## config.mk

```make
export PLATFORM = sky130hd
export DESIGN_NAME = spi_shift_engine
export DESIGN_NICKNAME = d
export VERILOG_FILES = /design/src/rtl/spi_eng_pkg.sv /design/src/rtl/spi_master_clk.sv /design/src/rtl/spi_slave_front.sv /design/src/rtl/spi_shifter.sv /design/src/rtl/spi_shift_engine.sv
export SDC_FILE = /design/constraint.sdc
export NUM_CORES = 1
export LEC_CHECK = 0
export BUFFER_PORTS_ARGS = -buffer_cell sky130_fd_sc_hd__buf_2
export CAP_MARGIN = 5
export CELL_PAD_IN_SITES_DETAIL_PLACEMENT = 1
export CELL_PAD_IN_SITES_GLOBAL_PLACEMENT = 2
export CORE_MARGIN = 4
export CORE_UTILIZATION = 33
export CTS_CLUSTER_SIZE = 16
export DETAILED_ROUTE_END_ITERATION = 10
export GPL_ROUTABILITY_DRIVEN = 0
export HOLD_SLACK_MARGIN = 0.03
export PLACE_DENSITY = 0.81
export SLEW_MARGIN = 20
export SYNTH_ARGS = -nofsm -noshare
export SYNTH_HDL_FRONTEND = slang
export SYNTH_SLANG_ARGS = --single-unit
export TNS_END_PERCENT = 30
```

## constraint.sdc

```tcl
create_clock -name clk -period 3.05 [get_ports clk]
set_input_delay 0.61 -clock clk [delete_from_list [all_inputs] [get_ports clk]]
set_output_delay 0.61 -clock clk [all_outputs]
set_load 0.005 [all_outputs]
```

## src/rtl/spi_eng_pkg.sv

```systemverilog
package spi_eng_pkg;
  // serial clock events, one system clock wide
  typedef struct packed {
    logic lead;   // clock leaves its idle level
    logic trail;  // clock returns to its idle level
  } sclk_evt_t;
endpackage

```

## src/rtl/spi_master_clk.sv

```systemverilog
module spi_master_clk
  import spi_eng_pkg::*;
#(
  parameter int DIVW  = 8,
  parameter int FRAME = 8
) (
  input  logic            clk,
  input  logic            rst,
  input  logic            en,
  input  logic            cpol,
  input  logic [DIVW-1:0] div,
  input  logic            pend,
  output logic            sclk,
  output logic            busy,
  output logic            begin_p,
  output sclk_evt_t       evt
);
  localparam int EDGES = 2 * FRAME;
  localparam int TW    = $clog2(EDGES);

  logic [DIVW-1:0] cnt;
  logic [TW-1:0]   tog;
  logic            tick;
  logic            last_tog;

  assign tick      = busy && (cnt == div);
  assign last_tog  = (tog == TW'(EDGES - 1));
  assign evt.lead  = tick && !tog[0];
  assign evt.trail = tick && tog[0];
  assign begin_p   = en && !busy && pend;

  always_ff @(posedge clk) begin
    if (rst) begin
      busy <= 1'b0;
      cnt  <= '0;
      tog  <= '0;
      sclk <= 1'b0;
    end else if (!en) begin
      busy <= 1'b0;
      cnt  <= '0;
      tog  <= '0;
      sclk <= cpol;
    end else if (!busy) begin
      sclk <= cpol;
      cnt  <= '0;
      tog  <= '0;
      if (pend) busy <= 1'b1;
    end else if (tick) begin
      cnt  <= '0;
      sclk <= ~sclk;
      tog  <= last_tog ? '0 : tog + 1'b1;
      if (last_tog && !pend) busy <= 1'b0;
    end else begin
      cnt <= cnt + 1'b1;
    end
  end

  // idle clock sits at the polarity level
  a_r3_idle_level: assert property (@(posedge clk) disable iff (rst)
    (en && !busy && $past(en) && $past(!busy) && $stable(cpol)) |-> (sclk == cpol));
endmodule

```

## src/rtl/spi_slave_front.sv

```systemverilog
module spi_slave_front
  import spi_eng_pkg::*;
#(
  parameter int SYNC = 2
) (
  input  logic      clk,
  input  logic      rst,
  input  logic      en,
  input  logic      cpol,
  input  logic      sclk_i,
  input  logic      csn_i,
  input  logic      sdi_i,
  output sclk_evt_t evt,
  output logic      cs_act,
  output logic      cs_start,
  output logic      sdi_s
);
  logic [SYNC-1:0] sck_q, cs_q, sd_q;
  logic            sck_prev, cs_prev;
  logic            sck_s, cs_s, moved;

  generate
    if (SYNC > 1) begin : g_chain
      always_ff @(posedge clk) begin
        if (rst) begin
          sck_q <= '0;
          cs_q  <= '1;
          sd_q  <= '0;
        end else begin
          sck_q <= {sck_q[SYNC-2:0], sclk_i};
          cs_q  <= {cs_q[SYNC-2:0], csn_i};
          sd_q  <= {sd_q[SYNC-2:0], sdi_i};
        end
      end
    end else begin : g_single
      always_ff @(posedge clk) begin
        if (rst) begin
          sck_q <= '0;
          cs_q  <= '1;
          sd_q  <= '0;
        end else begin
          sck_q <= sclk_i;
          cs_q  <= csn_i;
          sd_q  <= sdi_i;
        end
      end
    end
  endgenerate

  always_ff @(posedge clk) begin
    if (rst) begin
      sck_prev <= 1'b0;
      cs_prev  <= 1'b1;
    end else begin
      sck_prev <= sck_s;
      cs_prev  <= cs_s;
    end
  end

  assign sck_s     = sck_q[SYNC-1];
  assign cs_s      = cs_q[SYNC-1];
  assign sdi_s     = sd_q[SYNC-1];
  assign moved     = (sck_s != sck_prev);
  assign cs_act    = en && !cs_s;
  assign cs_start  = en && !cs_s && cs_prev;
  assign evt.lead  = cs_act && !cs_start && moved && (sck_s != cpol);
  assign evt.trail = cs_act && !cs_start && moved && (sck_s == cpol);
endmodule

```

## src/rtl/spi_shifter.sv

```systemverilog
module spi_shifter
  import spi_eng_pkg::*;
#(
  parameter int W = 8
) (
  input  logic         clk,
  input  logic         rst,
  input  logic         active,
  input  logic         start,
  input  logic         cpha,
  input  sclk_evt_t    evt,
  input  logic         sdi,
  input  logic [W-1:0] load_data,
  input  logic         load_ok,
  output logic         sdo,
  output logic         take,
  output logic [W-1:0] rx_data,
  output logic         done
);
  localparam int CW = (W > 2) ? $clog2(W) : 1;

  logic [W-1:0]  sr, rx_sr, nxt;
  logic [CW-1:0] bcnt;
  logic          smp, lnc, boundary, load_now;

  assign smp      = cpha ? evt.trail : evt.lead;
  assign lnc      = cpha ? evt.lead  : evt.trail;
  assign boundary = (bcnt == '0);
  assign load_now = (start && !cpha) || (active && !start && lnc && boundary);
  assign take     = load_now && load_ok;
  assign nxt      = load_ok ? load_data : '0;

  always_ff @(posedge clk) begin
    if (rst) begin
      sr      <= '0;
      rx_sr   <= '0;
      bcnt    <= '0;
      sdo     <= 1'b0;
      rx_data <= '0;
      done    <= 1'b0;
    end else begin
      done <= 1'b0;
      if (start) begin
        bcnt <= '0;
        if (!cpha) {sdo, sr} <= {nxt, 1'b0};
      end else if (!active) begin
        bcnt <= '0;
      end else begin
        if (lnc) begin
          if (boundary) {sdo, sr} <= {nxt, 1'b0};
          else          {sdo, sr} <= {sr, 1'b0};
        end
        if (smp) begin
          rx_sr <= {rx_sr[W-2:0], sdi};
          if (bcnt == CW'(W - 1)) begin
            bcnt    <= '0;
            done    <= 1'b1;
            rx_data <= {rx_sr[W-2:0], sdi};
          end else begin
            bcnt <= bcnt + 1'b1;
          end
        end
      end
    end
  end

  // done never lasts two cycles
  a_r11_done_pulse: assert property (@(posedge clk) disable iff (rst)
    done |=> !done);
  // no completion outside a frame window
  a_r9_no_done_idle: assert property (@(posedge clk) disable iff (rst)
    (!active && !start) |=> !done);
endmodule

```

## src/rtl/spi_shift_engine.sv

```systemverilog
module spi_shift_engine
  import spi_eng_pkg::*;
#(
  parameter int            W       = 8,
  parameter int            DIVW    = 8,
  parameter logic [DIVW-1:0] DIV_RST = DIVW'(27),
  parameter int            SYNC    = 2
) (
  input  logic            clk,
  input  logic            rst,
  input  logic            master_en,
  input  logic            cpol,
  input  logic            cpha,
  input  logic            div_we,
  input  logic [DIVW-1:0] div_wdata,
  input  logic            tx_we,
  input  logic [W-1:0]    tx_wdata,
  output logic            tx_full,
  output logic [W-1:0]    rx_data,
  output logic            rx_done,
  output logic            sclk_o,
  output logic            sclk_oe,
  input  logic            sclk_i,
  input  logic            csn_i,
  input  logic            sdi,
  output logic            sdo
);
  logic [DIVW-1:0] div_r;
  logic [W-1:0]    tx_hold;
  logic            take;
  logic            m_busy, m_begin;
  sclk_evt_t       m_evt, s_evt, evt;
  logic            s_act, s_start, s_sdi;
  logic            active, start, sdi_sel;

  always_ff @(posedge clk) begin
    if (rst) begin
      div_r   <= DIV_RST;
      tx_hold <= '0;
      tx_full <= 1'b0;
      sclk_oe <= 1'b0;
    end else begin
      sclk_oe <= master_en;
      if (div_we) div_r <= div_wdata;
      if (take) begin
        tx_full <= 1'b0;
      end else if (tx_we && !tx_full) begin
        tx_hold <= tx_wdata;
        tx_full <= 1'b1;
      end
    end
  end

  spi_master_clk #(.DIVW(DIVW), .FRAME(W)) u_mclk (
    .clk(clk), .rst(rst), .en(master_en), .cpol(cpol), .div(div_r),
    .pend(tx_full), .sclk(sclk_o), .busy(m_busy), .begin_p(m_begin),
    .evt(m_evt)
  );

  spi_slave_front #(.SYNC(SYNC)) u_sfront (
    .clk(clk), .rst(rst), .en(!master_en), .cpol(cpol), .sclk_i(sclk_i),
    .csn_i(csn_i), .sdi_i(sdi), .evt(s_evt), .cs_act(s_act),
    .cs_start(s_start), .sdi_s(s_sdi)
  );

  assign active  = master_en ? m_busy  : s_act;
  assign start   = master_en ? m_begin : s_start;
  assign evt     = master_en ? m_evt   : s_evt;
  assign sdi_sel = master_en ? sdi     : s_sdi;

  spi_shifter #(.W(W)) u_shift (
    .clk(clk), .rst(rst), .active(active), .start(start), .cpha(cpha),
    .evt(evt), .sdi(sdi_sel), .load_data(tx_hold), .load_ok(tx_full),
    .sdo(sdo), .take(take), .rx_data(rx_data), .done(rx_done)
  );

  // a write into a full holding register changes nothing
  a_r10_full_keeps: assert property (@(posedge clk) disable iff (rst)
    (tx_full && tx_we && !take) |=> (tx_full && tx_hold == $past(tx_hold)));
  // the slave role never drives the clock pin
  a_r7_slave_no_drive: assert property (@(posedge clk) disable iff (rst)
    (!master_en && $past(!master_en)) |-> !sclk_oe);
endmodule

```

==> metrics.md <==
| Metric | Value |
|---|---|
| Part of the cycle the worst path needs | `77.19%` |
| Synth Register Bits | `67` |
| Synth Cell Area | `2793 µm²` |
| Maximum capacitance violations | `0` |
| Skew final | `0.007615 ns` |
| Netlist cell types | `38` |
| Min Tclk post-route | `2.354 ns` |
| Share of post-route cells with drive strength above 1 | `20.41%` |
| CTS hold repair buffers | `0` |
| Critical Path End | `u_shift.bcnt[0]` |
| Post-DP HPWL | `4.369 mm` |
| Family with the most delay on the worst path | `simple AND/OR/NAND/NOR gates` |
| Post-synth top area share | `48.03%` |
| DRT Pass-1 Iters | `4` |
| Post-synthesis area per instance | `9.371 µm²` |
| Final core utilization | `40.26%` |
| # clock sinks | `67` |
| Worst path slowest cell | `a22o_1` |
| Core ar. | `8217 µm²` |
| Ys async rst share | `0%` |
| Slew Viols, Final | `0` |
| Row Count | `33` |
| Slew headroom | `59.47%` |
| Critical path data arrival time | `2.61 ns` |
| DRC | `0` |
| H-tree levels | `3` |
| Vias | `2,183` |
| Setup ws final | `0.6958 ns` |
| Multi-input logic area | `1365 µm²` |
| Clock Tree Root | `clkbuf_8` |
| Yosys warning total | `0` |
| Register Area | `1341 µm²` |
| Main synth FF type | `dfxtp_1` |
| Area leader, netlist | `dfxtp_1` |
| R2R setup slack | `0.70 ns` |
| Post-Syn Instances | `298` |
| Tot Pwr | `1.801 mW` |
| CP cell instances | `xor2_1 > nor4_4 > nand3_1 > a22o_1 > or3_1 > a21oi_1` |
| Via density per instance | `4.873` |
| Critical Path RT | `3.31 ns` |
| Fmax | `424.8 MHz` |
| Worst hold slack | `0.4263 ns` |
| GRT overflow | `0` |
| Syn nets | `329` |
| Cts bufs inserted | `9` |
| Crit. path cell count | `6` |
| Critical Path Source Type | `register` |
| I/O pins | `39` |
| Initial cell density of the core | `33.99%` |
| RSZ-0062 raised after global routing | `no` |
| Die area | `9998 µm²` |
| Synth top area cells | `dfxtp_1 48%, mux2i_1 7.5%, nor2_1 5.8%` |
| Min-delay src | `u_sfront.cs_q[0]` |
| CP Buf/Inv Count | `0` |
| Port bufs | `38` |
| Worst R2R Start | `u_mclk.cnt[6]` |
| Pleak | `1.343 nW` |
| Routed wire length | `6.096 mm` |
| Drt initial violations | `71` |
| Sequential area share after synthesis | `48.03%` |
| Worst r2r dst | `u_shift.bcnt[0]` |
| Hold Violations, Final | `0` |
| Worst slew pin tran | `0.6080 ns` |
| Final nets | `369` |
| Crit Path Max Fanout | `13` |
| CP Class | `register to register` |
| P&R area growth vs syn | `18.46%` |
| Clk_lat worst skew | `0.33 ns` |
| CTS clk-pin slew, worst paths | `0.07 ns` |
| CP endpoint kind | `register` |
| Vias in the first global route | `2,270` |
| Fillers | `948` |
| First-pass GRT wire length | `10.67 mm` |
| Post-CTS Setup Inserts | `0` |
| CTS tree | `done` |
| Post-synth EDFFs | `0` |
| Pin count of the biggest net entering global routing | `44` |
| DIE WIDTH | `99.99 µm` |
| Routed Antenna Nets | `0` |
| Maximum VDD drop | `0.0002406 V` |
| Routed len/inst | `13.61 µm` |
| Critical path launch point | `u_mclk.cnt[6]` |
| Die Y-Extent | `99.99 µm` |
| CP peak stage delay | `0.49 ns` |
| Worst Hold Class | `register to register` |
| Worst slack, placed | `0.4949 ns` |
| # diodes | `0` |
| Bufs on Longest Clock Path | `2` |
| Status | `finished, final reports clean` |
| R2r worst-path depth | `6` |
| Setup violators final | `0` |
| Initial antenna violation count | `0` |
| PwrDens | `544.4 nW/µm²` |
| Gr usage total | `13.37%` |
| Setup TNS | `0 ns` |
| PostCTS Resize Cnt | `0` |
==> power by group <==
part           switching [mW]  total, mW  internal (mW)
sequential             0.0180      0.919          0.901
clock                   0.322      0.764          0.442
combinational          0.0664      0.119         0.0522
==> per-layer routing <==
metal	wire [µm]	GRT usage, %
met1	2845	16.56
met2	2906	21.86
met3	230	3.336
met4	113	6.218
met5	0	0
==> cell usage in the layout, fill, tap and decap left out, types with 7 or more instances in the layout <==
master    count
a22oi_1       7
clkbuf_8     12
mux2i_1      21
xor2_1       14
a211oi_1      8
a21oi_1      17
nand3_1      10
buf_2        38
nor2_1       43
nand2_1      23
inv_1         8
nor2b_1      12
dfxtp_1      67
==> synthesized netlist by cell type (2+ instances only) <==
master / instances
a31oi_1: 2
or3b_2: 2
nor3_1: 5
ha_1: 5
o21ai_0: 3
a221oi_1: 2
and3_1: 4
or3_1: 3
nor2b_1: 12
buf_2: 2
nor2_1: 43
xnor2_1: 3
a211o_1: 4
nand2_1: 23
nand3_1: 10
a211oi_1: 8
a21o_1: 2
nand3b_1: 2
a21oi_1: 17
or2_2: 5
inv_1: 8
a22oi_1: 7
clkbuf_1: 11
xor2_1: 14
dfxtp_1: 67
nor4_4: 2
mux2i_1: 21
==> registers in the layout, indices dropped and copies added, names as in the netlist <==
signal / cells
u_sfront.sck_prev: 1
u_shift.done: 1
u_mclk.cnt: 8
u_sfront.sd_q: 2
u_shift.sdo: 1
u_shift.rx_data: 8
div_r: 8
tx_hold: 8
u_shift.rx_sr: 7
u_shift.sr: 7
u_mclk.busy: 1
u_mclk.sclk: 1
u_mclk.tog: 4
tx_full: 1
u_sfront.cs_prev: 1
u_sfront.sck_q: 2
u_shift.bcnt: 3
u_sfront.cs_q: 2
sclk_oe: 1
==> how the worst min path moves through the flow <==
stage                        to  slack [ns]  depth (start not counted)
2_1_floorplan  u_sfront.cs_q[1]        0.39                          1
3_3_place_gp   u_sfront.cs_q[1]        0.40                          1
3_5_place_dp   u_sfront.cs_q[1]        0.41                          1
4_1_cts        u_sfront.cs_q[1]        0.43                          1
5_1_grt        u_sfront.cs_q[1]        0.45                          1
6_report       u_sfront.cs_q[1]        0.43                          1
==> metrics by stage <==
| step | area [µm²] | instances |
|---|---|---|
| 2_1_floorplan | 2793 | 298 |
| 3_3_place_gp | 3095 | 432 |
| 3_5_place_dp | 3095 | 432 |
| 4_1_cts | 3308 | 448 |
| 5_1_grt | 3308 | 448 |
| 6_report | 3308 | 448 |
==> cell families (layout without fill, tap and decap cells) <==
| family | count (synthesis) | count (layout) | share of synthesized area, % |
|---|---|---|---|
| AO/OA/AOI/OAI | 51 | 51 | 13.04 |
| XOR/XNOR | 17 | 17 | 5.332 |
| adder cells (fa/ha/maj) | 5 | 5 | 2.240 |
| buffers and inverters | 22 | 67 | 3.091 |
| flip-flops | 67 | 67 | 48.03 |
| multiplexers | 21 | 21 | 7.527 |
| AND/OR/NAND/NOR | 115 | 115 | 20.74 |
==> layout make-up <==
| class | count | area share, % |
|---|---|---|
| sequential | 67 | 40.54 |
| clock buffer | 12 | 4.992 |
| multi-input combinational | 209 | 41.26 |
| timing repair buffer | 43 | 6.884 |
| clock inverter | 4 | 1.437 |
| tap | 105 | 3.971 |
| inverter | 8 | 0.9077 |
No activity file was read; power rests on OpenSTA's default activity.
